**src/rtl/rdq_pkg.sv**
```systemverilog
package rdq_pkg;
  typedef enum logic {
    LAT_TWO   = 1'b0,
    LAT_THREE = 1'b1
  } cas_lat_e;

  localparam int LANE_BITS = 8;
endpackage

```
**src/rtl/rdq_latency_pipe.sv**
```systemverilog
module rdq_latency_pipe
  import rdq_pkg::*;
#(
  parameter int DATA_W = 16
) (
  input  logic              clk,
  input  logic              rst_n,
  input  logic              en,
  input  cas_lat_e          lat_sel,
  input  logic              in_valid,
  input  logic [DATA_W-1:0] in_data,
  output logic              beat_valid,
  output logic [DATA_W-1:0] beat_data
);
  logic              early_v;
  logic [DATA_W-1:0] early_d;

  always_ff @(posedge clk or negedge rst_n) begin
    if (!rst_n) begin
      early_v    <= 1'b0;
      early_d    <= '0;
      beat_valid <= 1'b0;
      beat_data  <= '0;
    end else if (en) begin
      early_v <= in_valid && (lat_sel == LAT_THREE);
      early_d <= in_data;
      if (early_v) begin
        beat_valid <= 1'b1;
        beat_data  <= early_d;
      end else begin
        beat_valid <= in_valid && (lat_sel == LAT_TWO);
        beat_data  <= in_data;
      end
    end
  end

  assert_short_entry_R1: assert property (@(posedge clk) disable iff (!rst_n)
    (en && in_valid && lat_sel == LAT_TWO && !early_v)
      |=> (beat_valid && beat_data == $past(in_data)));

  assert_inflight_kept_R2: assert property (@(posedge clk) disable iff (!rst_n)
    (en && early_v) |=> (beat_valid && beat_data == $past(early_d)));
endmodule

```
**src/rtl/rdq_read_gate.sv**
```systemverilog
module rdq_read_gate #(
  parameter int LANE_W = 8,
  parameter int LANES  = 2,
  localparam int DATA_W = LANE_W * LANES
) (
  input  logic              clk,
  input  logic              rst_n,
  input  logic              en,
  input  logic              beat_valid,
  input  logic [DATA_W-1:0] beat_data,
  input  logic [LANES-1:0]  mask,
  output logic [DATA_W-1:0] dq_out,
  output logic [LANES-1:0]  dq_oe
);
  logic [LANES-1:0]  mask_q;
  logic [LANES-1:0]  oe_nx;
  logic [DATA_W-1:0] out_nx;

  for (genvar l = 0; l < LANES; l++) begin : g_lane
    assign oe_nx[l] = beat_valid && !mask_q[l];
    assign out_nx[l*LANE_W +: LANE_W] = oe_nx[l] ? beat_data[l*LANE_W +: LANE_W] : '0;

    assert_dark_lane_zero_R6: assert property (@(posedge clk) disable iff (!rst_n)
      !dq_oe[l] |-> (dq_out[l*LANE_W +: LANE_W] == '0));
  end

  always_ff @(posedge clk or negedge rst_n) begin
    if (!rst_n) begin
      mask_q <= '0;
      dq_oe  <= '0;
      dq_out <= '0;
    end else if (en) begin
      mask_q <= mask;
      dq_oe  <= oe_nx;
      dq_out <= out_nx;
    end
  end

  assert_idle_no_drive_R5: assert property (@(posedge clk) disable iff (!rst_n)
    (en && !beat_valid) |=> (dq_oe == '0));

  assert_mask_two_late_R3: assert property (@(posedge clk) disable iff (!rst_n)
    (en && beat_valid) |=> (dq_oe == ~$past(mask_q)));
endmodule

```
**src/rtl/rdq_write_gate.sv**
```systemverilog
module rdq_write_gate #(
  parameter int LANE_W = 8,
  parameter int LANES  = 2,
  localparam int DATA_W = LANE_W * LANES
) (
  input  logic              clk,
  input  logic              rst_n,
  input  logic              en,
  input  logic              in_valid,
  input  logic [DATA_W-1:0] in_data,
  input  logic [LANES-1:0]  mask,
  output logic [LANES-1:0]  strobe,
  output logic [DATA_W-1:0] data_out
);
  always_ff @(posedge clk or negedge rst_n) begin
    if (!rst_n) begin
      strobe   <= '0;
      data_out <= '0;
    end else if (en) begin
      strobe   <= in_valid ? ~mask : '0;
      data_out <= in_data;
    end
  end

  assert_write_same_edge_R7: assert property (@(posedge clk) disable iff (!rst_n)
    (en && in_valid) |=> (strobe == ~$past(mask) && data_out == $past(in_data)));

  assert_no_write_no_strobe_R7: assert property (@(posedge clk) disable iff (!rst_n)
    (en && !in_valid) |=> (strobe == '0));
endmodule

```
**src/rtl/rdq_timing_path.sv**
```systemverilog
module rdq_timing_path
  import rdq_pkg::*;
#(
  parameter int LANE_W = LANE_BITS,
  parameter int LANES  = 2,
  localparam int DATA_W = LANE_W * LANES
) (
  input  logic              clk,
  input  logic              rst_n,
  input  logic              clk_en,
  input  logic              cas_lat3,
  input  logic              rd_valid,
  input  logic [DATA_W-1:0] rd_data,
  input  logic              wr_valid,
  input  logic [DATA_W-1:0] wr_data,
  input  logic [LANES-1:0]  dq_mask,
  output logic [DATA_W-1:0] dq_out,
  output logic [LANES-1:0]  dq_oe,
  output logic [LANES-1:0]  wr_strobe,
  output logic [DATA_W-1:0] wr_data_out
);
  cas_lat_e          lat_sel;
  logic              beat_valid;
  logic [DATA_W-1:0] beat_data;

  assign lat_sel = cas_lat3 ? LAT_THREE : LAT_TWO;

  rdq_latency_pipe #(.DATA_W(DATA_W)) u_pipe (
    .clk        (clk),
    .rst_n      (rst_n),
    .en         (clk_en),
    .lat_sel    (lat_sel),
    .in_valid   (rd_valid),
    .in_data    (rd_data),
    .beat_valid (beat_valid),
    .beat_data  (beat_data)
  );

  rdq_read_gate #(.LANE_W(LANE_W), .LANES(LANES)) u_rgate (
    .clk        (clk),
    .rst_n      (rst_n),
    .en         (clk_en),
    .beat_valid (beat_valid),
    .beat_data  (beat_data),
    .mask       (dq_mask),
    .dq_out     (dq_out),
    .dq_oe      (dq_oe)
  );

  rdq_write_gate #(.LANE_W(LANE_W), .LANES(LANES)) u_wgate (
    .clk      (clk),
    .rst_n    (rst_n),
    .en       (clk_en),
    .in_valid (wr_valid),
    .in_data  (wr_data),
    .mask     (dq_mask),
    .strobe   (wr_strobe),
    .data_out (wr_data_out)
  );

  assert_freeze_holds_R8: assert property (@(posedge clk) disable iff (!rst_n)
    !clk_en |=> ($stable(dq_out) && $stable(dq_oe) && $stable(wr_strobe)
                 && $stable(wr_data_out)));
endmodule

```
**config.mk**
```make
export PLATFORM = sky130hd
export DESIGN_NAME = rdq_timing_path
export DESIGN_NICKNAME = d
export VERILOG_FILES = /design/src/rtl/rdq_pkg.sv /design/src/rtl/rdq_latency_pipe.sv /design/src/rtl/rdq_read_gate.sv /design/src/rtl/rdq_write_gate.sv /design/src/rtl/rdq_timing_path.sv
export SDC_FILE = /design/constraint.sdc
export NUM_CORES = 1
export LEC_CHECK = 0
export BUFFER_PORTS_ARGS = -buffer_cell sky130_fd_sc_hd__buf_2
export CAP_MARGIN = 20
export CELL_PAD_IN_SITES_DETAIL_PLACEMENT = 2
export CELL_PAD_IN_SITES_GLOBAL_PLACEMENT = 2
export CORE_UTILIZATION = 38
export CTS_CLUSTER_SIZE = 20
export DETAILED_ROUTE_END_ITERATION = 10
export PLACE_DENSITY_LB_ADDON = 0.1
export SLEW_MARGIN = 20
export SYNTH_ARGS = -nofsm -noshare
export SYNTH_HDL_FRONTEND = slang
export SYNTH_HIERARCHICAL = 1
export SYNTH_SLANG_ARGS = --single-unit
```
**constraint.sdc**
```tcl
create_clock -name clk -period 3.2 [get_ports clk]
set_clock_uncertainty 0.2 [all_clocks]
set_input_delay 0.32 -clock clk [delete_from_list [all_inputs] [get_ports clk]]
set_output_delay 0.32 -clock clk [all_outputs]
set_load 0.02 [all_outputs]
```
---- After elaboration in Yosys (flattened, before gate mapping) ----
Index checks and enable logic that the tools add are counted.
cells by class
  bitwise operators ....................... 2
  reductions and logical operators ........ 6
  muxes and demuxes ....................... 6
operators by type and width
  kind                 number
  $mux W16             1
  $mux W8              2
  $logic_and A1 B1 Y1  4
  $logic_not A1 Y1     2
  $mux W1              2
  $mux W2              1
  $not A2 Y2           1
  $not A1 Y1           1
storage, ports and cells
  input bits .............................. 40
  register bits after elaboration ......... 72
  word-level logic and storage cells ...... 23
  output and inout port bits .............. 36

---- Depth between registers and ports, before layout ----
Gate-level depths: netlist of run 1.
  depth after elaboration ................. 4
  mapped depth ............................ 4
  gate-level depth less buffers ........... 2

---- Hierarchy ----
The synthesis of run 1 kept the hierarchy.
by module, submodules not included
  module            instances  cells an instance  seq. area each (sq um)  area an instance (sq um)
  rdq_latency_pipe  1          112                850.8                   1455.1
  rdq_read_gate     1          82                 500.5                   949.7
  rdq_write_gate    1          42                 450.4                   743.2

---- Least setup slack after synthesis of run 1 ----
No wires, ideal clock.
  path kind ............................... input-to-reg
  start ................................... input port clk_en
  end ..................................... register u_pipe.early_d[14]
  library setup time ...................... 0.125 ns
  data required time ...................... 2.875 ns
  path buffers ............................ 2
  path slack .............................. 2.007 ns
  stages on the path ...................... 3
  arrival time ............................ 0.868 ns
  cells stage by stage .................... buf_6 > buf_6 > mux2_2
RTL lines
  what                    line                    text
  start: declaration      rdq_timing_path.sv:10   input logic clk_en,
  end signal: assignment  rdq_latency_pipe.sv:26  early_d <= in_data;
  end: declaration        rdq_latency_pipe.sv:16  logic [DATA_W-1:0] early_d;
No word-level cell between the ends.

---- Final worst setup path of run 1 ----
  start ................................... register u_pipe.early_v
  end ..................................... register u_pipe.beat_data[4]
on the way
  word-level cells in the longest chain between the ends .. 1
ends and longest elaborated chain
  what                      line                    text
  start: declaration        rdq_latency_pipe.sv:15  logic early_v;
  start signal: assignment  rdq_latency_pipe.sv:25  early_v <= in_valid && (lat_sel == LAT_THREE);
  $mux W16                  rdq_latency_pipe.sv:27  if (early_v) begin
  end signal: assignment    rdq_latency_pipe.sv:29  beat_data <= early_d;
  end signal: assignment    rdq_latency_pipe.sv:32  beat_data <= in_data;
  end: declaration          rdq_latency_pipe.sv:13  output logic [DATA_W-1:0] beat_data
No other way between the ends.
A chain may end at the register's enable or synchronous reset.

==> run summary, run 1 <==
The flow ran to the end, and the final reports show no timing, DRC or antenna violations. Setup violations remaining at the end of the flow were counted as 0. The multi-input combinational cells in the finished layout cover a total of 1090 µm².

The final hold violation count was 0; the leakage power figure was 1.85 nW. The clock tree synthesis step divided the H-tree into 3 levels. The run gives 0 as the initial antenna violation count. The slowest stage of the critical path is the sky130_fd_sc_hd__dfrtp_1 cell. Dividing the detail-routed wire length by the instance count gives 16.8 µm.

The delay of the slowest critical-path stage works out to 0.95 ns. The tools report the sum of overflow across all layers after global routing as 0. Buffers placed on the I/O ports in this run total 75. Clock tree synthesis inserted a total of 9 buffers.

The run gives 6 as the synthesis warning total. The worst path in the final design needs a cycle of 1.76 ns, including I/O delays and setup. At the pin with the least slew margin, the transition time is 0.927 ns. In the routed layout, each cell is associated on average with a via count of 4.74.

TritonCTS built the clock tree. The normalized max-slew margin was 0.382; the total of fill cells in the finished design was 811. The die outline height is 93.0 µm, and the worst path arrival time is 1.78 ns. The number of nets handed over by synthesis was 276. Walking the worst path, the cells encountered are mux2i_1 -> a21oi_1. In this run the worst hold path is classified as in2reg. The total I/O pin count was 76.

The clock latency of the later-clocked register in the worst-skew pair is 0.35 ns. The max-cap violation count is 0. The overall power consumption is 2.16 mW. For this run, the leading register cell type out of synthesis is sky130_fd_sc_hd__dfrtp_1.

The XOR/XNOR share of the synthesized area is 0, and the CTS sink count is 72. Sorting the synthesized cells by area gives the leading types as sky130_fd_sc_hd__dfrtp_1 57%, sky130_fd_sc_hd__mux2_4 9.5%, sky130_fd_sc_hd__mux2i_1 5.7%. The via count of the first global-routing pass came out at 2189.

The portion of the clock cycle consumed by the worst path in the final layout works out to 0.550. After floorplanning, the core was sized to cover 7890 µm². Area enclosed by the die boundary: 8650 µm².

Of all nets on the critical path, the largest fanout is 17. Routability-driven placement finished with a final weighted congestion of 0.656. The overall die width was 93.0 µm. The worst setup path is launched from a flip-flop. The tools report the final count of pins violating max slew as 0.

The simple-gate area share of the yosys netlist works out to 0.0505. The pin count of the biggest net entering global routing came out at 73. After technology mapping, the gate count stands at 236. sky130_fd_sc_hd__dfrtp_1 takes more of the synthesized area than any other cell. The area share of fa/ha/maj cells after synthesis was 0. The total via count in the routed design is 2040, and the first-pass iteration count of the detailed router is 4.

The final HPWL from detailed placement is 4600 µm, and the post-synthesis compound-gate area fraction is 0.0922. The initial core utilization was 0.399; the number of DRC markers after the initial detailed-route iteration was 74. Setup repair after global routing left no endpoint under its margin. Dividing the synthesized area by the synthesized cell count gives 13.3 µm².

sky130_fd_sc_hd__dfrtp_1 is the most common cell in the netlist. At the worst endpoint, the required time is 3.22 ns. For the global-route wire length before repair, the log shows 11800 µm.

The tools report the register area share after synthesis as 0.572. The sequential cells in the finished layout cover a total of 1800 µm². The synthesis-to-finish area growth is 22.4%, and the count of nets left with antenna violations after detail routing is 0. The clock root buffer is sky130_fd_sc_hd__clkbuf_8. The commonest cells after synthesis are 72 x sky130_fd_sc_hd__dfrtp_1, 21 x sky130_fd_sc_hd__inv_1, 20 x sky130_fd_sc_hd__mux2_4. Maximum root-to-sink buffer count: 2. Setup TNS after final layout: 0 ns.

After synthesis, the largest family of logic cells by area is multiplexers. The proportion of synthesized area in mux cells was 0.203; the placement row count was 32. For the final routed wirelength across all metal layers, the log shows 7220 µm.

In the routed design, unresolved DRC markers number 0. The layout cell share with drive strength beyond 1 came out at 0.430. The repair_antennas step left the layout with diodes totalling 0.

The net count of the finished layout is 364. The highest ir drop seen on vdd was 0.211 mV; the highest achievable clock rate was 568 MHz. The synthesized design contains 72 register bits. The count of cells resized by post-cts repair was 0; the area fraction of the dominant cell type after synthesis was 0.572. Clock-pin slew was measured on the worst setup and hold paths at 0.08 ns. The count of unique library cells instantiated by Yosys was 19; the global router's overall resource usage was 0.183. The worst setup path is captured at a flip-flop. The proportion of register bits with asynchronous set or reset after synthesis was 1.00.

The power density normalized to cell area came out at 561 nW/µm². The classification of the worst setup path is reg2reg. The cell area that synthesis handed to floorplanning was 3150 µm². The number of enable flip-flop cells after synthesis is 0.
==> path summary, 6_finish.rpt <==
kind	cells after the start	from	endpoint	slack, ns
max in group asynchronous	2	rst_n	u_pipe/beat_data[14]	1.75
min in group asynchronous	2	rst_n	u_wgate/data_out[9]	0.44
hold reg to reg	1	u_pipe/early_d[9]	u_pipe/early_d[9]	0.31
hold / removal	2	wr_data[11]	u_wgate/data_out[11]	0.02
setup / recovery	2	u_pipe/early_v	u_pipe/beat_data[4]	1.44
setup reg to reg	2	u_pipe/early_v	u_pipe/beat_data[4]	1.44
==> per-stage QoR <==
stage / hold slack [ns] / worst slack (ns) / instance area, µm² / std cells / util
final: 0.0152 / 1.44 / 3850 / 430 / 0.488
after global routing: 0.00159 / 1.38 / 3850 / 430 / 0.488
after CTS: 0.00509 / 1.43 / 3850 / 430 / 0.488
after detailed placement: 0.293 / 1.38 / 3510 / 400 / 0.445
after global placement: 0.289 / 1.41 / 3510 / 400 / 0.445
after floorplan: -0.176 / 2.01 / 3150 / 236 / -
==> flip-flops by register name (all words and copies together) (netlist names) <==
register	cells
u_pipe/beat_data	16
u_rgate/dq_oe	2
u_wgate/strobe	2
u_pipe/early_v	1
u_rgate/dq_out	16
u_wgate/data_out	16
u_rgate/mask_q	2
u_pipe/early_d	16
u_pipe/beat_valid	1
==> layer usage <==
layer	track usage	wire, µm	up-vias
li1	-	-	960
met1	0.250	3490	1025
met2	0.282	3400	47
met3	0.0398	243	8
met4	0.0769	94	0
met5	0	0	-
==> cell type report <==
type / instances / area share
Inverter: 21 / 0.0205
Timing Repair Buffer: 93 / 0.147
Tap cell: 102 / 0.0331
Sequential cell: 72 / 0.468
Clock inverter: 2 / 0.00325
Multi-Input combinational cell: 127 / 0.282
Clock buffer: 13 / 0.0464
==> worst max-delay path, delay by kind of cell, from the launching register on <==
kind,cells,cell delay (ns)
multiplexers,1,0.36
flip-flops,1,0.95
AO/OA/AOI/OAI,1,0.12
==> where the power goes <==
part / leakage, nW / internal [mW] / switching, mW
clock network: 0.0975 / 0.361 / 0.330
logic: 0.890 / 0.179 / 0.214
registers: 0.865 / 1.01 / 0.0676
==> cell families after synthesis <==
group / after synthesis
compound gates: 36
buf+inv: 37
flops: 72
mux: 52
simple gates: 39
==> cells in the final DEF, fill, tap and decap left out, types with 2 or more instances in the layout <==
cell / count
sky130_fd_sc_hd__clkbuf_8: 13
sky130_fd_sc_hd__nor2_1: 17
sky130_fd_sc_hd__a21oi_1: 16
sky130_fd_sc_hd__nand2b_1: 3
sky130_fd_sc_hd__inv_1: 21
sky130_fd_sc_hd__mux2i_1: 18
sky130_fd_sc_hd__buf_4: 4
sky130_fd_sc_hd__mux2_2: 14
sky130_fd_sc_hd__o21ai_0: 2
sky130_fd_sc_hd__mux2_4: 20
sky130_fd_sc_hd__o22ai_1: 3
sky130_fd_sc_hd__dfrtp_1: 72
sky130_fd_sc_hd__buf_2: 73
sky130_fd_sc_hd__o22ai_2: 14
sky130_fd_sc_hd__nand2_1: 17
sky130_fd_sc_hd__dlygate4sd3_1: 15
==> what timing repair did <==
action / CTS / global route
buffers inserted: 0 / 0
hold buffers: 15 / 0
hold endpoints to repair: 86 / 0
Power figures use the tool's default switching activity.
==> run 2, diff against run 1 <==
CORE_UTILIZATION = 32   (was 38)
clock period = 1.6 ns   (was 3.2 ns; I/O delays follow)
==> run 2 against run 1 <==
First-iteration DRC count down 27%. Critical path type is now in2reg. Via count increased by 5.0%. Final cell count up 14%. Worst hold slack gained 0.011 ns.
==> run summary, run 2 (synthesized netlist as in run 1, its figures left out) <==
The flow ran to the end, and the final reports show no timing, DRC or antenna violations. The first-pass iteration count of the detailed router was 4; the initial core utilization was 0.336. STA classifies the critical path endpoint as a flip-flop.

TritonCTS built the clock tree. The via count of the first global-routing pass was 2378. The run gives 0 as the diode insertion count for antenna repair. The tools report the combinational group share of total power as 0.192. The first global-routing pass estimated 12500 µm of wire. Counting cells, the worst reg-to-reg path comes to 3. The detailed router put a total of 3720 µm of wire on met1.

The maximum root-to-sink buffer count is 2. The logs give 3.35 mW for the design internal power and 76 for the total I/O pin count. Summed over all layers, the routed wires come to 7520 µm.

The tools report the area enclosed by the die boundary as 10200 µm². The most critical setup path has its startpoint at wr_valid. The worst-case IR drop observed on VDD is 0.420 mV. The tools report the clock group share of total power as 0.347. Fill cells in the final layout number 974. The logs give 0 for the final count of pins violating max slew and 0 for the final hold violation count.

The logs give 0.634 for the normalized max-slew margin and 0.131 ns for the final worst setup slack. Leaving out fill and tap cells, the most frequent cells in the layout are 73 x sky130_fd_sc_hd__buf_2, 72 x sky130_fd_sc_hd__dfrtp_1, 41 x sky130_fd_sc_hd__dlygate4sd3_1. Detailed routing placed a total of 247 µm of wire on met3. Setup repair after global routing left no endpoint under its margin. Clock tree synthesis inserted a total of 9 buffers. The setup TNS after final layout came out at 0 ns. The setup check on the worst reg-to-reg path leaves a slack of 0.22 ns. The endpoint of the most critical setup path is u_wgate/strobe[1]. The highest achievable clock rate is 681 MHz, and the via density per instance is 4.36. The die outline height was 101 µm; the initial antenna violation count was 0. The placement row count came out at 35. The tools report the clock root buffer as sky130_fd_sc_hd__clkbuf_8. The CTS sink count is 72, and the worst setup slack after placement is 0.260 ns. Summed over all cells, the static leakage comes to 2.02 nW.

The worst min-delay path category is in2reg. Detailed routing inserted a total of 2141 vias. The portion of the clock cycle consumed by the worst path in the final layout was 0.918; the DRC violation count after routing was 0. Along the worst path, the maximum fanout reaches 2. The global placement routability congestion is 0.680, and the pin count of the biggest net entering global routing is 73.

After detailed routing, the average wire length per cell comes to 15.3 µm. Summed over all nets, the switching power comes to 1.26 mW. Reg-to-reg startpoint: u_wgate/strobe[1]. The tools report the sequential group share of total power as 0.461. The power density normalized to cell area is 1080 nW/µm².

The library cell used most frequently in the layout, excluding fill and tap cells, is sky130_fd_sc_hd__buf_2. Detailed placement finished with a half-perimeter wire length of 4620 µm. The region available for standard cell placement spans 9370 µm². The tool flagged a number of max-cap violations equal to 0.

The overall die width was 101 µm. In this run the critical register-to-register path is captured at u_wgate/strobe[1]. The global router's overall resource usage came out at 0.162. The worst path arrival time was 1.49 ns. For the count of buffers added by post-CTS timing repair for setup, the log shows 0.

The number of gates resized after CTS was 0. After detailed routing, no signal wire sits above met4. STA classifies the critical path startpoint as an input pin. Layout cell share with drive strength beyond 1: 0.412. At the worst endpoint, the required time is 1.62 ns. Setup violations remaining at the end of the flow were counted as 0.

At the pin with the least slew margin, the transition time is 0.549 ns. The fraction of power spent switching nets works out to 0.273. After global routing the overflow that remains totals 0.

Net count reported at finish: 397. The detail route stage leaves a number of antenna-violating nets equal to 0. The run gives 3480 µm as the wire length on met2. The number of DRC markers after the initial detailed-route iteration is 54. From synthesis to final layout, the design area changed by 35.5%. The number of buffer cells added on primary ports was 75.

The run gives 3 as the level count of the clock H-tree. The time the final worst path needs with I/O delays and setup was 1.47 ns; the clock-pin slew of the registers on the worst-case setup and hold paths was 0.08 ns. After layout, the design draws a total of 4.62 mW. The tools report the clock latency of the later-clocked register in the worst-skew pair as 0.33 ns. The setup path with the least slack is of type in2reg.
run 2: cell count changes in the layout (fill, tap and decap cells not counted), sizes merged:
cell and delta:
bufinv +2, clkbuf -3, dlygate4sd3 +26, buf +7
clkinv +2
run 2: how the worst min path moves through the flow:
stage / startpoint / end / slack [ns] / cells past startpoint
detailed placement: rst_n / u_wgate/data_out[10] / 0.01 / 2
CTS: clk_en / u_rgate/dq_out[11] / 0.005 / 3
global placement: rst_n / u_wgate/data_out[10] / 0.01 / 2
floorplan: rst_n / u_pipe/beat_data[0] / -0.34 / 0
global route: clk_en / u_rgate/dq_out[11] / 0.02 / 3
finish: clk_en / u_rgate/dq_out[11] / 0.03 / 3
run 2: repair_timing:
| item | in CTS | in global routing |
|---|---|---|
| setup endpoints to repair | 0 | 2 |
| hold buffers | 43 | 0 |
| endpoints found under the hold margin | 124 | 0 |
run 2: cell type report:
type                    instances  area, µm²  share of cell area
flip-flops and latches         72       1800               0.422
multi-input cells             127       1090               0.255
repair buffers                126        916               0.215
well taps                     129        161              0.0378
clock buffers                  10        138              0.0323
clock inverters                 6       82.6              0.0194
inverters                      21       78.8              0.0185
run 2: power groups by stage:
stage          Clock (mW)  Combinational, mW  Sequential, mW
3_5_place_dp            0              0.811            2.16
4_1_cts              1.66              0.894            2.13
3_3_place_gp            0              0.790            2.16
2_1_floorplan           0              0.424            2.27
5_1_grt              1.71              0.963            2.16
6_report             1.60              0.885            2.13
run 2: routing by layer:
metal / vias to the layer above / track usage
li1: 1034 / -
met1: 1052 / 0.219
met2: 48 / 0.260
met3: 7 / 0.0421
met4: 0 / 0.0401
met5: - / 0
run 2: per-stage QoR:
| stage | hold slack [ns] | instance area (µm²) | cells | utilization |
|---|---|---|---|---|
| floorplan | -0.336 | 3150 | 236 | - |
| global placement | 0.0133 | 3630 | 434 | 0.388 |
| detailed placement | 0.0114 | 3630 | 434 | 0.388 |
| CTS | 0.00475 | 4290 | 493 | 0.457 |
| global route | 0.0166 | 4270 | 491 | 0.455 |
| finish | 0.0265 | 4270 | 491 | 0.455 |
run 2: worst max-delay path, cell delays in order:
cell	delay (ns)
sky130_fd_sc_hd__dlygate4sd3_1	0.53
sky130_fd_sc_hd__buf_2	0.14
sky130_fd_sc_hd__nand2_1	0.05
sky130_fd_sc_hd__o22ai_1	0.05
sky130_fd_sc_hd__dlygate4sd3_1	0.56
==> run 3, diff against run 2 <==
HOLD_SLACK_MARGIN = 0.06   (was default)
==> run 3 against run 2 <==
Clock power barely moved. Combinational power rose by 0.6%. Die area did not move. Clock-buffer cell count did not move. Worst hold slack improved by 0.049 ns. Worst setup slack got worse by 0.023 ns. First-iteration DRC count rose by 13%. Sequential cell count did not move. Critical path depth did not move. Highest routed layer unchanged. Critical endpoint is now u_pipe/early_v. Wire length rose by 1.5%. Sequential power barely moved. Via count rose by 0.14%.
==> run summary, run 3 (synthesized netlist as in run 1, its figures left out) <==
The tools report the pin count of the biggest net entering global routing as 73. In this run the critical register-to-register path is captured at u_wgate/strobe[1]. Element type at the critical path start: an input pin. The initial core utilization is 0.336, and the number of buffer cells added on primary ports is 75. In this run the register-to-register setup slack is 0.22 ns. For the pin with the worst max-slew slack, the measured transition is 0.552 ns. The run gives 0 as the count of cells resized by post-cts repair. The logs give 0 for the DRC violation count after routing and 0.632 for the normalized max-slew margin. The portion of the clock cycle consumed by the worst path in the final layout works out to 0.932.

The final route contains 2144 vias. The die outline height came out at 101 µm. Setup repair after global routing left no endpoint under its margin. The most common library cell in the layout ignoring fill and taps was sky130_fd_sc_hd__buf_2.

Counting the fill cells in the layout gives 982. Classification of the worst setup path: in2reg. For this block, the routed nets add up to 7630 µm of wire.

The later pin in the worst-skew pair is clocked with a latency of 0.34 ns. The sum of overflow across all layers after global routing is 0. The tools report the endpoint of the most critical setup path as u_pipe/early_v. The count of nets left with antenna violations once routing finished came out at 0. After clock tree synthesis, the clock-pin slew on the worst setup and hold paths is 0.07 ns.

In the routed layout, each cell is associated on average with a via count of 4.35. The final hold violation count was 0; the via count of the first global-routing pass was 2365. For the final routed database, the setup TNS stands at 0 ns.

No sink is reached through more buffers than the 2 on the longest clock path. The tightest min-delay check is of the in2reg type. The launching instance or port of the critical path was rd_valid. The logs give 0.162 for the global router's overall resource usage and 0.468 mV for the highest ir drop seen on vdd. The final design instance area without fill was 4290 µm²; the synthesis-to-finish area growth was 36.1%. The global-route wire length before repair is 12500 µm, and the power density normalized to cell area is 1080 nW/µm². The die covers 10200 µm².

Reg-to-reg startpoint: u_wgate/strobe[1]. The design draws 4.63 mW. The final worst setup slack was 0.108 ns; the final count of pins violating max slew was 0. The overall die width was 101 µm; the placement row count was 35. The pre-antenna-repair detailed-routing pass consisted of 4 iterations. The max-cap violation count is 0. Clock tree synthesis selected as its root buffer the cell sky130_fd_sc_hd__clkbuf_8. The kind of end point of the critical path is a flip-flop. Across the whole layout, storage elements account for 1800 µm².

The tools report the placeable core region as 9370 µm². The multi-input combinational cells in the finished layout cover a total of 1090 µm². Derived from the worst setup path, the maximum achievable clock frequency is 670 MHz. For the initial antenna violation count, the log shows 0.

For the net count reported at finish, the log shows 399. In this run the worst path has a maximum fanout of 2. For the diode insertion count for antenna repair, the log shows 0. The detail-routed net length per standard cell works out to 15.5 µm. The logs give 61 for the number of DRC markers after the initial detailed-route iteration and 0 for the final setup violation count.

Timing analysis after detailed placement gives a worst setup slack of 0.260 ns. CTS built an H-tree with a depth of 3. For this design the static power due to leakage is 2.03 nW.

Hold timing on the final database bottoms out at a slack of 0.0751 ns. The flow ran to the end, and the final reports show no timing, DRC or antenna violations. TritonCTS built the clock tree. At the worst endpoint, the arrival time is 1.51 ns.

Counting cells, the worst reg-to-reg path comes to 3. After detailed placement, the total cell area comes to 3630 µm². The time the final worst path needs with I/O delays and setup came out at 1.49 ns. 76 I/O pins were placed. The clock drives 72 sinks.

Once detailed placement completed, the half-perimeter wirelength came to 4620 µm. In the layout the commonest cells are 73 x sky130_fd_sc_hd__buf_2, 72 x sky130_fd_sc_hd__dfrtp_1, 43 x sky130_fd_sc_hd__dlygate4sd3_1. The total CTS buffers was 9; the global placement routability congestion was 0.680. Layout cell share with drive strength beyond 1: 0.409. The tools report the worst endpoint required time as 1.62 ns.
## run 3: final cells by class
| type | instances | share of cell area |
|---|---|---|
| Inverter | 21 | 0.0184 |
| Clock inverter | 6 | 0.0193 |
| Timing Repair Buffer | 128 | 0.218 |
| Clock buffer | 10 | 0.0321 |
| Tap cell | 129 | 0.0377 |
| Multi-Input combinational cell | 127 | 0.254 |
| Sequential cell | 72 | 0.420 |
## run 3: through the flow
stage          instances  utilization
3_5_place_dp         434        0.388
6_report             493        0.457
3_3_place_gp         434        0.388
2_1_floorplan        236            -
4_1_cts              494        0.458
5_1_grt              493        0.457
## run 3: timing repair
item | in CTS | in global routing
buffers inserted | 0 | 0
endpoints found under the hold margin | 128 | 1
setup endpoints to repair | 0 | 2
hold buffers | 44 | 1
## run 3: layer usage
layer  wire [µm]  global-route usage  vias to the layer above
met3         259              0.0442                        7
met4          81              0.0401                        0
met2        3530               0.259                       50
met5           0                   0                        -
li1            -                   -                     1039
met1        3760               0.219                     1048
## run 3: critical path, stage by stage
cell and delay (ns):
sky130_fd_sc_hd__dlygate4sd3_1 0.54, sky130_fd_sc_hd__buf_2 0.13, sky130_fd_sc_hd__nand3_1 0.06, sky130_fd_sc_hd__dlygate4sd3_1 0.54, sky130_fd_sc_hd__o21ai_0 0.07
## run 3: worst min path at each step
stage / end / depth (start not counted) / startpoint / slack [ns]
2_1_floorplan: u_pipe/beat_data[0] / 0 / rst_n / -0.34
3_3_place_gp: u_wgate/data_out[10] / 2 / rst_n / 0.01
3_5_place_dp: u_wgate/data_out[10] / 2 / rst_n / 0.01
4_1_cts: u_pipe/beat_valid / 3 / clk_en / 0.07
5_1_grt: u_rgate/dq_oe[1] / 3 / clk_en / 0.09
6_report: u_pipe/beat_valid / 3 / clk_en / 0.08
## run 3: power breakdown
part | internal [mW] | leakage [nW] | switching, mW
registers | 2.02 | 0.865 | 0.113
logic | 0.426 | 1.05 | 0.463
clock network | 0.913 | 0.112 | 0.697
